$ cat config.mk
export PLATFORM = sky130hd
export DESIGN_NAME = alu_core
export DESIGN_NICKNAME = d
export VERILOG_FILES = /design/src/rtl/alu_pkg.sv /design/src/rtl/alu_cla_group.sv /design/src/rtl/alu_addsub.sv /design/src/rtl/alu_logic_unit.sv /design/src/rtl/alu_flag_gen.sv /design/src/rtl/alu_core.sv
export SDC_FILE = /design/constraint.sdc
export NUM_CORES = 1
export LEC_CHECK = 0
export ABC_AREA = 1
export ABC_CLOCK_PERIOD_IN_PS = 4700
export BUFFER_PORTS_ARGS = -buffer_cell sky130_fd_sc_hd__buf_2
export CELL_PAD_IN_SITES_DETAIL_PLACEMENT = 0
export CELL_PAD_IN_SITES_GLOBAL_PLACEMENT = 1
export CORE_UTILIZATION = 33
export DETAILED_ROUTE_END_ITERATION = 6
export PLACE_DENSITY_LB_ADDON = 0.1
export SYNTH_ARGS = -nofsm -noshare
export SYNTH_HDL_FRONTEND = slang
export SYNTH_SLANG_ARGS = --single-unit
export TNS_END_PERCENT = 20
$ cat constraint.sdc
create_clock -name vclk -period 4.7
set_input_delay 0.47 -clock vclk [all_inputs]
set_output_delay 0.47 -clock vclk [all_outputs]
set_load 0.005 [all_outputs]
$ cat src/rtl/alu_pkg.sv
package alu_pkg;

    typedef enum logic [2:0] {
        OP_ADD  = 3'b000,
        OP_SUB  = 3'b001,
        OP_AND  = 3'b010,
        OP_OR   = 3'b011,
        OP_XOR  = 3'b100,
        OP_NOR  = 3'b101,
        OP_SLT  = 3'b110,
        OP_RSVD = 3'b111
    } alu_op_e;

    typedef struct packed {
        logic carry;
        logic ovf;
        logic zero;
        logic neg;
    } alu_flags_t;

    // True for the two codes whose carry and overflow are reported.
    function automatic logic op_reports_arith(alu_op_e op);
        return (op == OP_ADD) || (op == OP_SUB);
    endfunction

    // The shared adder subtracts for both subtract and compare.
    function automatic logic op_needs_subtract(alu_op_e op);
        return (op == OP_SUB) || (op == OP_SLT);
    endfunction

    // True for the four bitwise codes.
    function automatic logic op_is_bitwise(alu_op_e op);
        return (op == OP_AND) || (op == OP_OR) || (op == OP_XOR) || (op == OP_NOR);
    endfunction

endpackage

$ cat src/rtl/alu_cla_group.sv
module alu_cla_group #(
    parameter int GW = 4
) (
    input  logic [GW-1:0] a_i,
    input  logic [GW-1:0] b_i,
    input  logic          cin_i,
    output logic [GW-1:0] sum_o,
    output logic          grp_gen_o,
    output logic          grp_prop_o
);

    logic [GW-1:0] gen;
    logic [GW-1:0] prop;
    logic [GW:0]   carry;

    assign gen  = a_i & b_i;
    assign prop = a_i ^ b_i;

    // Each carry is a flat sum of products: a generate at bit j that
    // survives every propagate above it, or the group carry-in.
    always_comb begin
        logic cy;
        logic prod;
        carry[0] = cin_i;
        for (int k = 1; k <= GW; k++) begin
            cy = 1'b0;
            for (int j = 0; j < k; j++) begin
                prod = gen[j];
                for (int m = j + 1; m < k; m++) begin
                    prod = prod & prop[m];
                end
                cy = cy | prod;
            end
            prod = cin_i;
            for (int m = 0; m < k; m++) begin
                prod = prod & prop[m];
            end
            carry[k] = cy | prod;
        end
    end

    // Group generate excludes the carry-in; group propagate is all-propagate.
    always_comb begin
        logic gg;
        logic prod;
        gg = 1'b0;
        for (int j = 0; j < GW; j++) begin
            prod = gen[j];
            for (int m = j + 1; m < GW; m++) begin
                prod = prod & prop[m];
            end
            gg = gg | prod;
        end
        grp_gen_o = gg;
    end

    assign grp_prop_o = &prop;
    assign sum_o      = prop ^ carry[GW-1:0];

endmodule

$ cat src/rtl/alu_addsub.sv
module alu_addsub #(
    parameter int W   = 32,
    parameter int GRP = 4
) (
    input  logic [W-1:0] a_i,
    input  logic [W-1:0] b_i,
    input  logic         sub_i,
    output logic [W-1:0] sum_o,
    output logic         cout_o
);

    localparam int NGRP = W / GRP;

    logic [W-1:0]  b_eff;
    logic [NGRP:0] grp_c;
    logic [NGRP-1:0] grp_g;
    logic [NGRP-1:0] grp_p;

    // One control inverts B and feeds the carry-in.
    assign b_eff    = b_i ^ {W{sub_i}};
    assign grp_c[0] = sub_i;

    for (genvar gi = 0; gi < NGRP; gi++) begin : g_grp
        alu_cla_group #(.GW(GRP)) u_grp (
            .a_i       (a_i[gi*GRP +: GRP]),
            .b_i       (b_eff[gi*GRP +: GRP]),
            .cin_i     (grp_c[gi]),
            .sum_o     (sum_o[gi*GRP +: GRP]),
            .grp_gen_o (grp_g[gi]),
            .grp_prop_o(grp_p[gi])
        );
        assign grp_c[gi+1] = grp_g[gi] | (grp_p[gi] & grp_c[gi]);
    end

    assign cout_o = grp_c[NGRP];

endmodule

$ cat src/rtl/alu_logic_unit.sv
module alu_logic_unit
    import alu_pkg::*;
#(
    parameter int W = 32
) (
    input  logic [W-1:0] a_i,
    input  logic [W-1:0] b_i,
    input  alu_op_e      op_i,
    output logic [W-1:0] out_o
);

    logic [W-1:0] and_w;
    logic [W-1:0] or_w;
    logic [W-1:0] xor_w;

    for (genvar i = 0; i < W; i++) begin : g_bit
        assign and_w[i] = a_i[i] & b_i[i];
        assign or_w[i]  = a_i[i] | b_i[i];
        assign xor_w[i] = a_i[i] ^ b_i[i];
    end

    always_comb begin
        unique case (op_i)
            OP_AND:  out_o = and_w;
            OP_OR:   out_o = or_w;
            OP_XOR:  out_o = xor_w;
            OP_NOR:  out_o = ~or_w;
            default: out_o = '0;
        endcase
    end

endmodule

$ cat src/rtl/alu_flag_gen.sv
module alu_flag_gen
    import alu_pkg::*;
#(
    parameter int W = 32
) (
    input  alu_op_e      op_i,
    input  logic         a_msb_i,
    input  logic         b_msb_i,
    input  logic         sum_msb_i,
    input  logic         cout_i,
    input  logic [W-1:0] result_i,
    output logic         less_o,
    output alu_flags_t   flags_o
);

    logic ovf_add;
    logic ovf_sub;
    logic report;

    // Same-sign operands whose sum flips sign.
    assign ovf_add = (~a_msb_i & ~b_msb_i &  sum_msb_i) |
                     ( a_msb_i &  b_msb_i & ~sum_msb_i);

    // Opposite-sign operands whose difference takes B's sign.
    assign ovf_sub = (~a_msb_i &  b_msb_i &  sum_msb_i) |
                     ( a_msb_i & ~b_msb_i & ~sum_msb_i);

    // Sign of A - B corrected by the subtract overflow.
    assign less_o = sum_msb_i ^ ovf_sub;

    assign report = op_reports_arith(op_i);

    always_comb begin
        flags_o.carry = report & cout_i;
        flags_o.ovf   = report & ((op_i == OP_SUB) ? ovf_sub : ovf_add);
        flags_o.zero  = ~(|result_i);
        flags_o.neg   = result_i[W-1];
    end

endmodule

$ cat src/rtl/alu_core.sv
module alu_core
    import alu_pkg::*;
#(
    parameter int W   = 32,
    parameter int GRP = 4
) (
    input  logic [W-1:0] a_i,
    input  logic [W-1:0] b_i,
    input  logic [2:0]   op_i,
    output logic [W-1:0] result_o,
    output logic         carry_o,
    output logic         ovf_o,
    output logic         zero_o,
    output logic         neg_o
);

    alu_op_e    op;
    logic       sub_mode;
    logic [W-1:0] sum;
    logic       cout;
    logic [W-1:0] logic_out;
    logic       less;
    logic [W-1:0] result;
    alu_flags_t flags;

    assign op       = alu_op_e'(op_i);
    assign sub_mode = op_needs_subtract(op);

    alu_addsub #(.W(W), .GRP(GRP)) u_addsub (
        .a_i   (a_i),
        .b_i   (b_i),
        .sub_i (sub_mode),
        .sum_o (sum),
        .cout_o(cout)
    );

    alu_logic_unit #(.W(W)) u_logic (
        .a_i  (a_i),
        .b_i  (b_i),
        .op_i (op),
        .out_o(logic_out)
    );

    always_comb begin
        if (op_reports_arith(op)) begin
            result = sum;
        end else if (op_is_bitwise(op)) begin
            result = logic_out;
        end else if (op == OP_SLT) begin
            result = {{(W-1){1'b0}}, less};
        end else begin
            result = '0;
        end
    end

    alu_flag_gen #(.W(W)) u_flags (
        .op_i     (op),
        .a_msb_i  (a_i[W-1]),
        .b_msb_i  (b_i[W-1]),
        .sum_msb_i(sum[W-1]),
        .cout_i   (cout),
        .result_i (result),
        .less_o   (less),
        .flags_o  (flags)
    );

    assign result_o = result;
    assign carry_o  = flags.carry;
    assign ovf_o    = flags.ovf;
    assign zero_o   = flags.zero;
    assign neg_o    = flags.neg;

endmodule

==> results of run 1 <==
-- kinds of logic (layout without fill, tap and decap cells) --
family | count (synthesis) | in the layout | synth area share (%)
XOR/XNOR | 39 | 39 | 8.30
AND/OR/NAND/NOR | 199 | 199 | 23.3
buffers and inverters | 172 | 336 | 16.5
AO/OA/AOI/OAI | 108 | 108 | 16.6
adder cells (fa/ha/maj) | 112 | 112 | 35.3
-- metrics by stage --
stage	instances	hold slack [ps]	instance area (µm²)	TNS, ps	setup slack, ps
after floorplan	630	1190	4120	0	164
after global placement	948	1470	5280	-214	-157
after detailed placement	948	1470	5280	-453	-208
after CTS	957	1470	5450	0	2.93
after global routing	962	1530	5570	-438	-217
final	962	1460	5570	0	47.4
-- layout make-up --
type,count,area (µm²),area share [%]
Tap cell,168,210,3.78
Inverter,149,567,10.2
Timing Repair Buffer,187,1220,21.9
Multi-Input combinational cell,458,3570,64.2
-- path summary, 6_finish.rpt --
kind     from          end  slack [ps]  depth (start not counted)
max   op_i[1]       zero_o          50                         32
min    a_i[5]  result_o[5]        1460                          5
-- synth_stat cells, drive strengths merged --
cell type | count | area share, %
nand3b | 1 | 0.18
a22oi | 8 | 1.5
nand2 | 90 | 9.5
a221oi | 9 | 1.9
nand4 | 5 | 0.76
o21a | 2 | 0.36
or2 | 7 | 1.1
nor3 | 9 | 1.2
nor4 | 4 | 0.61
o211ai | 1 | 0.18
ha | 105 | 32
nand3 | 54 | 7.2
nor2 | 29 | 2.7
a21o | 1 | 0.18
a311o | 1 | 0.24
clkbuf | 5 | 0.46
fa | 7 | 3.4
a31oi | 1 | 0.15
xor2 | 36 | 7.7
a21oi | 26 | 3.3
o21ai | 38 | 4.6
xnor2 | 3 | 0.64
o2111ai | 16 | 3.4
inv | 149 | 14
o22ai | 3 | 0.46
buf | 18 | 2.5
o31ai | 2 | 0.36
-- per-layer routing --
layer  track usage [%]  up-vias  share of wire [%]
met1              28.4     2126                 48
met5                 0        -                  0
met3             0.584       14                3.3
met2              38.4      118                 48
li1                  -     2392                  -
met4              2.19        0                1.3
-- report_power, final --
part / internal, mW / leakage [nW] / switching (mW)
logic: 0.379 / 3.19 / 0.431
registers: 0 / 0 / 0
clock network: 0 / 0 / 0
total: 0.379 / 3.19 / 0.431
-- repair_timing --
| action | in CTS | in global routing |
|---|---|---|
| hold endpoints to repair | 0 | 0 |
| hold buffers | 0 | 0 |
| pin swaps | 19 | 26 |
| setup endpoints to repair | 3 | 5 |
| buffers inserted | 9 | 5 |
| gates cloned | 0 | 0 |
| resized for setup | 24 | 24 |
==> summary.md, run 1 <==
The number of nets in the synthesized netlist is 809. The worst slew margin relative to its limit was 55.5%. The tools report the final antenna-violating net count as 0.

STA classifies the critical path startpoint as a primary input. The worst IR drop on VDD came out at 0.0000448 V. After technology mapping, the gate count stands at 630. Critical path's top delay family: simple AND/OR/NAND/NOR gates. The initial antenna violation count is 0, and the data arrival time of the worst path is 4180 ps.

I/O pin total: 103. The repair_antennas step left the layout with diodes totalling 0. Dividing the final minimum period by the clock period gives 99.0%. The maximum fanout along the worst path came out at 7. The tools report the number of max-cap violations as 0. The library cells used most frequently in the layout, excluding fill and tap cells, are sky130_fd_sc_hd__inv_1, sky130_fd_sc_hd__ha_1, sky130_fd_sc_hd__buf_2. The count of pins over their slew limit was 0.

Cell seen most often among critical-path stages: sky130_fd_sc_hd__nand2_2. Dividing the detail-routed wire length by the instance count gives 14.5 µm. After detailed routing, the number of remaining DRC violations is 0. The tools report the final weighted congestion in routability-driven placement as 0.813.

Horizontal die dimension: 114 µm. The iteration-0 DRC count of the detailed router was 226; the y dimension of the die was 114 µm. Once detailed placement completed, the half-perimeter wirelength came to 10800 µm. For this configuration, the core starts out at a cell density of 34.1%.

The largest individual stage delay along the critical path comes from the cell sky130_fd_sc_hd__fa_1. The total congestion overflow is 0, and the area inside the core boundary is 12100 µm². The total number of vias is 4650, and the core occupancy in the finished layout is 46.2%. At the pin with the least slew margin, the transition time is 666 ps.

The total design power was 0.810 mW; the power density over cell area was 145 nW/µm². The longest individual stage delay on the worst path works out to 530 ps. The clock buffers instantiated in the layout total 0.

The flow ran to the end, and the final reports show no timing, DRC or antenna violations. The tools report the count of final hold-check violations as 0. The first global-routing pass estimated 21800 µm of wire. Setup violations remaining at the end of the flow were counted as 0. The netlist uses 38 different library cells. The cell area that synthesis handed to floorplanning was 4120 µm². Wires add up to 13900 µm. Dividing the synthesized area by the synthesized cell count gives 6.53 µm². After layout, the minimum clock period comes to 4650 ps.

Counting both buffers and inverters, the worst setup path holds a total of 7. The number of filler instances in the final layout is 1284. The critical path endpoint category was an output pin. The class of the tightest hold or removal check is primary input to output pin. The total routing resource utilization after global routing is 21.1%. Setup repair after global routing could not meet its margin everywhere.

Using the TritonRoute via totals, the vias-per-cell ratio works out to 4.83. The number of buffer cells added on primary ports is 103, and the row count is 40. Entering global routing, the biggest net connects 33 pins. The library cell used most frequently in the layout, excluding fill and tap cells, is sky130_fd_sc_hd__inv_1. The iteration count of the initial detailed-routing pass was 4.

The logs give 4230 ps for the required time of the critical path and 0% for the portion of the post-synthesis area used by sequential elements. The logs give 975 for the number of nets in the layout and 4381 for the via count of the first global-routing pass. The post-route netlist has 30.7% of its cells at a drive strength greater than 1. In the finished design the tool counted flip-flops and latches totalling 0.

The critical path start-end classification was primary input to output pin. For the leakage power total, the log shows 3.19 nW. For this run, the number of Yosys warnings is 0.

For this run, the top clock speed supported by timing is 215 MHz. The register area was 0 µm²; the area added between synthesis and finish was 35.2%. The floorplan step defined a die boundary enclosing 12900 µm².
No activity file was read; power rests on OpenSTA's default activity.
==> run 2, diff against run 1 <==
Settings changed: ABC_CLOCK_PERIOD_IN_PS 4700 to 5200.
Clock period 4.7 ns to 5.2 ns, I/O delays scaled along.
==> run 2 against run 1 <==
Net effect: total power shrank 26%; critical endpoint unchanged; combinational power shrank 26%; critical path depth is the same; critical path type unchanged; count of clock-buffer cells in the layout is the same; largest cell class unchanged.
==> summary.md, run 2 (synthesis gave the netlist of run 1 again) <==
The tools report the required time of the critical path as 4680 ps. The number of buffer cells added on primary ports is 103. Routed signal wires occupy layers up through met4. The first global-routing pass estimated 21200 µm of wire. In the final layout, flip-flops and latches occupy 0 µm². The power density over cell area was 121 nW/µm²; the leakage power total was 2.86 nW. The run finished with clean final reports. Max-cap violations in this run came to 0. The average wire length per cell after detail routing works out to 15.0 µm. The first detailed-routing pass ran for 5 iterations. The tools report the post-route non-filler standard cell count as 901. The effective utilization at floorplan was 34.1%; the maximum clock frequency was 204 MHz. The worst pin sits at a relative slew slack of 55.5%.

The routed wire length on met2 is 6520 µm, and the total length of routed met3 wires is 677 µm. The initialized floorplan defines 40 standard-cell rows. In this run the standard cell core region covers 12100 µm². The combined area of the multi-input logic cells was 3520 µm². Class of the tightest hold or removal check: primary input to output pin. Entering global routing, the biggest net connects 33 pins.

The layout has 0 clock buffers. The kind of launch point of the worst setup path was a primary input. For the initial antenna violation count, the log shows 0.

The leading cell type in the layout, fill and taps excluded is sky130_fd_sc_hd__inv_1. The run gives 0 as the final sequential cell count. The worst setup path is captured at an output pin.

For this run the aggregate overflow at the end of global routing stands at 0. From synthesis to final layout, the design area changed by 21.3%. The filler cells instantiated in the layout total 1305. The run gives 0 as the count of pins over their slew limit. In this run, the number of DRC markers left after iteration 0 of detailed routing was 256.

Once detail routing completed, the nets flagged for antenna violations numbered 0. The longest individual stage delay on the worst path was 520 ps; the total DRC errors in the routed layout was 0. The die covers 12900 µm². IR analysis of the VDD net gives a maximum drop of 0.0000366 V. For this block, the via count after detailed routing is 4419. The total detailed-routing wirelength is 13500 µm.

Critical path start-end classification: primary input to output pin. Of the available clock period, the critical path in the final layout requires 94.5%. The HPWL after detailed placement came out at 10400 µm.

In this run the worst path has a maximum fanout of 7. Summing all placed instances gives a cell area of 4880 µm². For the final setup slack of the worst path, the log shows 288 ps.

Once layout is complete, the utilization of the core stands at 41.4%. The number of hold buffers added after CTS was 0. The net count of the finished layout is 914. The total routing resource utilization after global routing came out at 20.6%. For this design, the slowest cell found on the critical path is sky130_fd_sc_hd__fa_2. The count of final hold-check violations was 0.

The die is 114 µm wide. The actual slew at the worst max-slew pin came out at 667 ps. The cell area after layout was 4990 µm²; the fraction of layout cells with a size suffix above 1 was 23.2%. The number of antenna diodes in the final layout is 0. In the final timing run, aggregate negative setup slack is 0 ps.

The logs give 4208 for the via count of the first global-routing pass and 100 ps for the worst setup timing slack at the placement stage. The run gives 4390 ps as the data arrival time of the worst path. Once placement completed, the tool counted placed cells totaling 896.

The routed design could run at a clock period as short as 4910 ps. At the end of routability-driven placement, the weighted congestion stood at 0.800. Cell seen most often among critical-path stages: sky130_fd_sc_hd__nand2_2. For the I/O pin total, the log shows 103. The post-route met1 wirelength is 6250 µm, and the ratio of routed vias to standard cells is 4.90. Setup violations remaining at the end of the flow were counted as 0. The top cell types in the final layout, fill and taps aside, are sky130_fd_sc_hd__inv_1, sky130_fd_sc_hd__ha_1, sky130_fd_sc_hd__buf_2.

Measured along the y axis, the die boundary spans 114 µm.
run 2: cell types whose count changed in the layout (fill, tap and decap cells not counted), moves of 3 or more:
cell / previous run / this run
sky130_fd_sc_hd__a21oi_1: 19 / 23
sky130_fd_sc_hd__o21ai_0: 33 / 36
sky130_fd_sc_hd__inv_4: 3 / 0
sky130_fd_sc_hd__buf_6: 5 / 0
sky130_fd_sc_hd__clkbuf_4: 0 / 3
sky130_fd_sc_hd__o21ai_1: 5 / 1
sky130_fd_sc_hd__nand2_1: 71 / 75
sky130_fd_sc_hd__buf_4: 78 / 21
sky130_fd_sc_hd__a21oi_2: 7 / 3
run 2: final timing paths:
kind / cells after the start / start / end / slack, ps
max: 32 / op_i[1] / zero_o / 290
min: 5 / a_i[29] / result_o[29] / 1590
run 2: stage by stage:
| step | hold WS [ps] | power (mW) |
|---|---|---|
| 5_1_grt | 1610 | 0.688 |
| 3_5_place_dp | 1580 | 0.587 |
| 6_report | 1590 | 0.602 |
| 3_3_place_gp | 1580 | 0.582 |
| 2_1_floorplan | 1290 | 0.380 |
| 4_1_cts | 1580 | 0.591 |
run 2: critical path: cells and delay by family:
kind                       cells  cell delay (ps)
and+or+nand+nor               21             2050
adders and majority gates      2              820
buffers and inverters          7              690
AOI/OAI and AO/OA              1              150
xor gates and xnor gates       1              140
run 2: metal layers:
metal  track usage [%]  vias to the layer above
li1                  -                     2266
met1              27.5                     2028
met2              37.9                      121
met3              1.38                        4
met4             0.614                        0
met5                 0                        -
run 2: what timing repair did:
item	CTS	global route
setup endpoints to repair	0	3
resized for setup	0	18
buffers inserted	0	4
run 2: power breakdown:
| group | switching [mW] | total [mW] | internal [mW] | leakage (nW) |
|---|---|---|---|---|
| Sequential | 0 | 0 | 0 | 0 |
| Combinational | 0.357 | 0.602 | 0.245 | 2.86 |
| Clock | 0 | 0 | 0 | 0 |
run 2: layout make-up:
cell class | count | share of cell area, %
repair buffers | 125 | 14.0
inverters | 149 | 11.2
well taps | 168 | 4.21
multi-input cells | 459 | 70.6
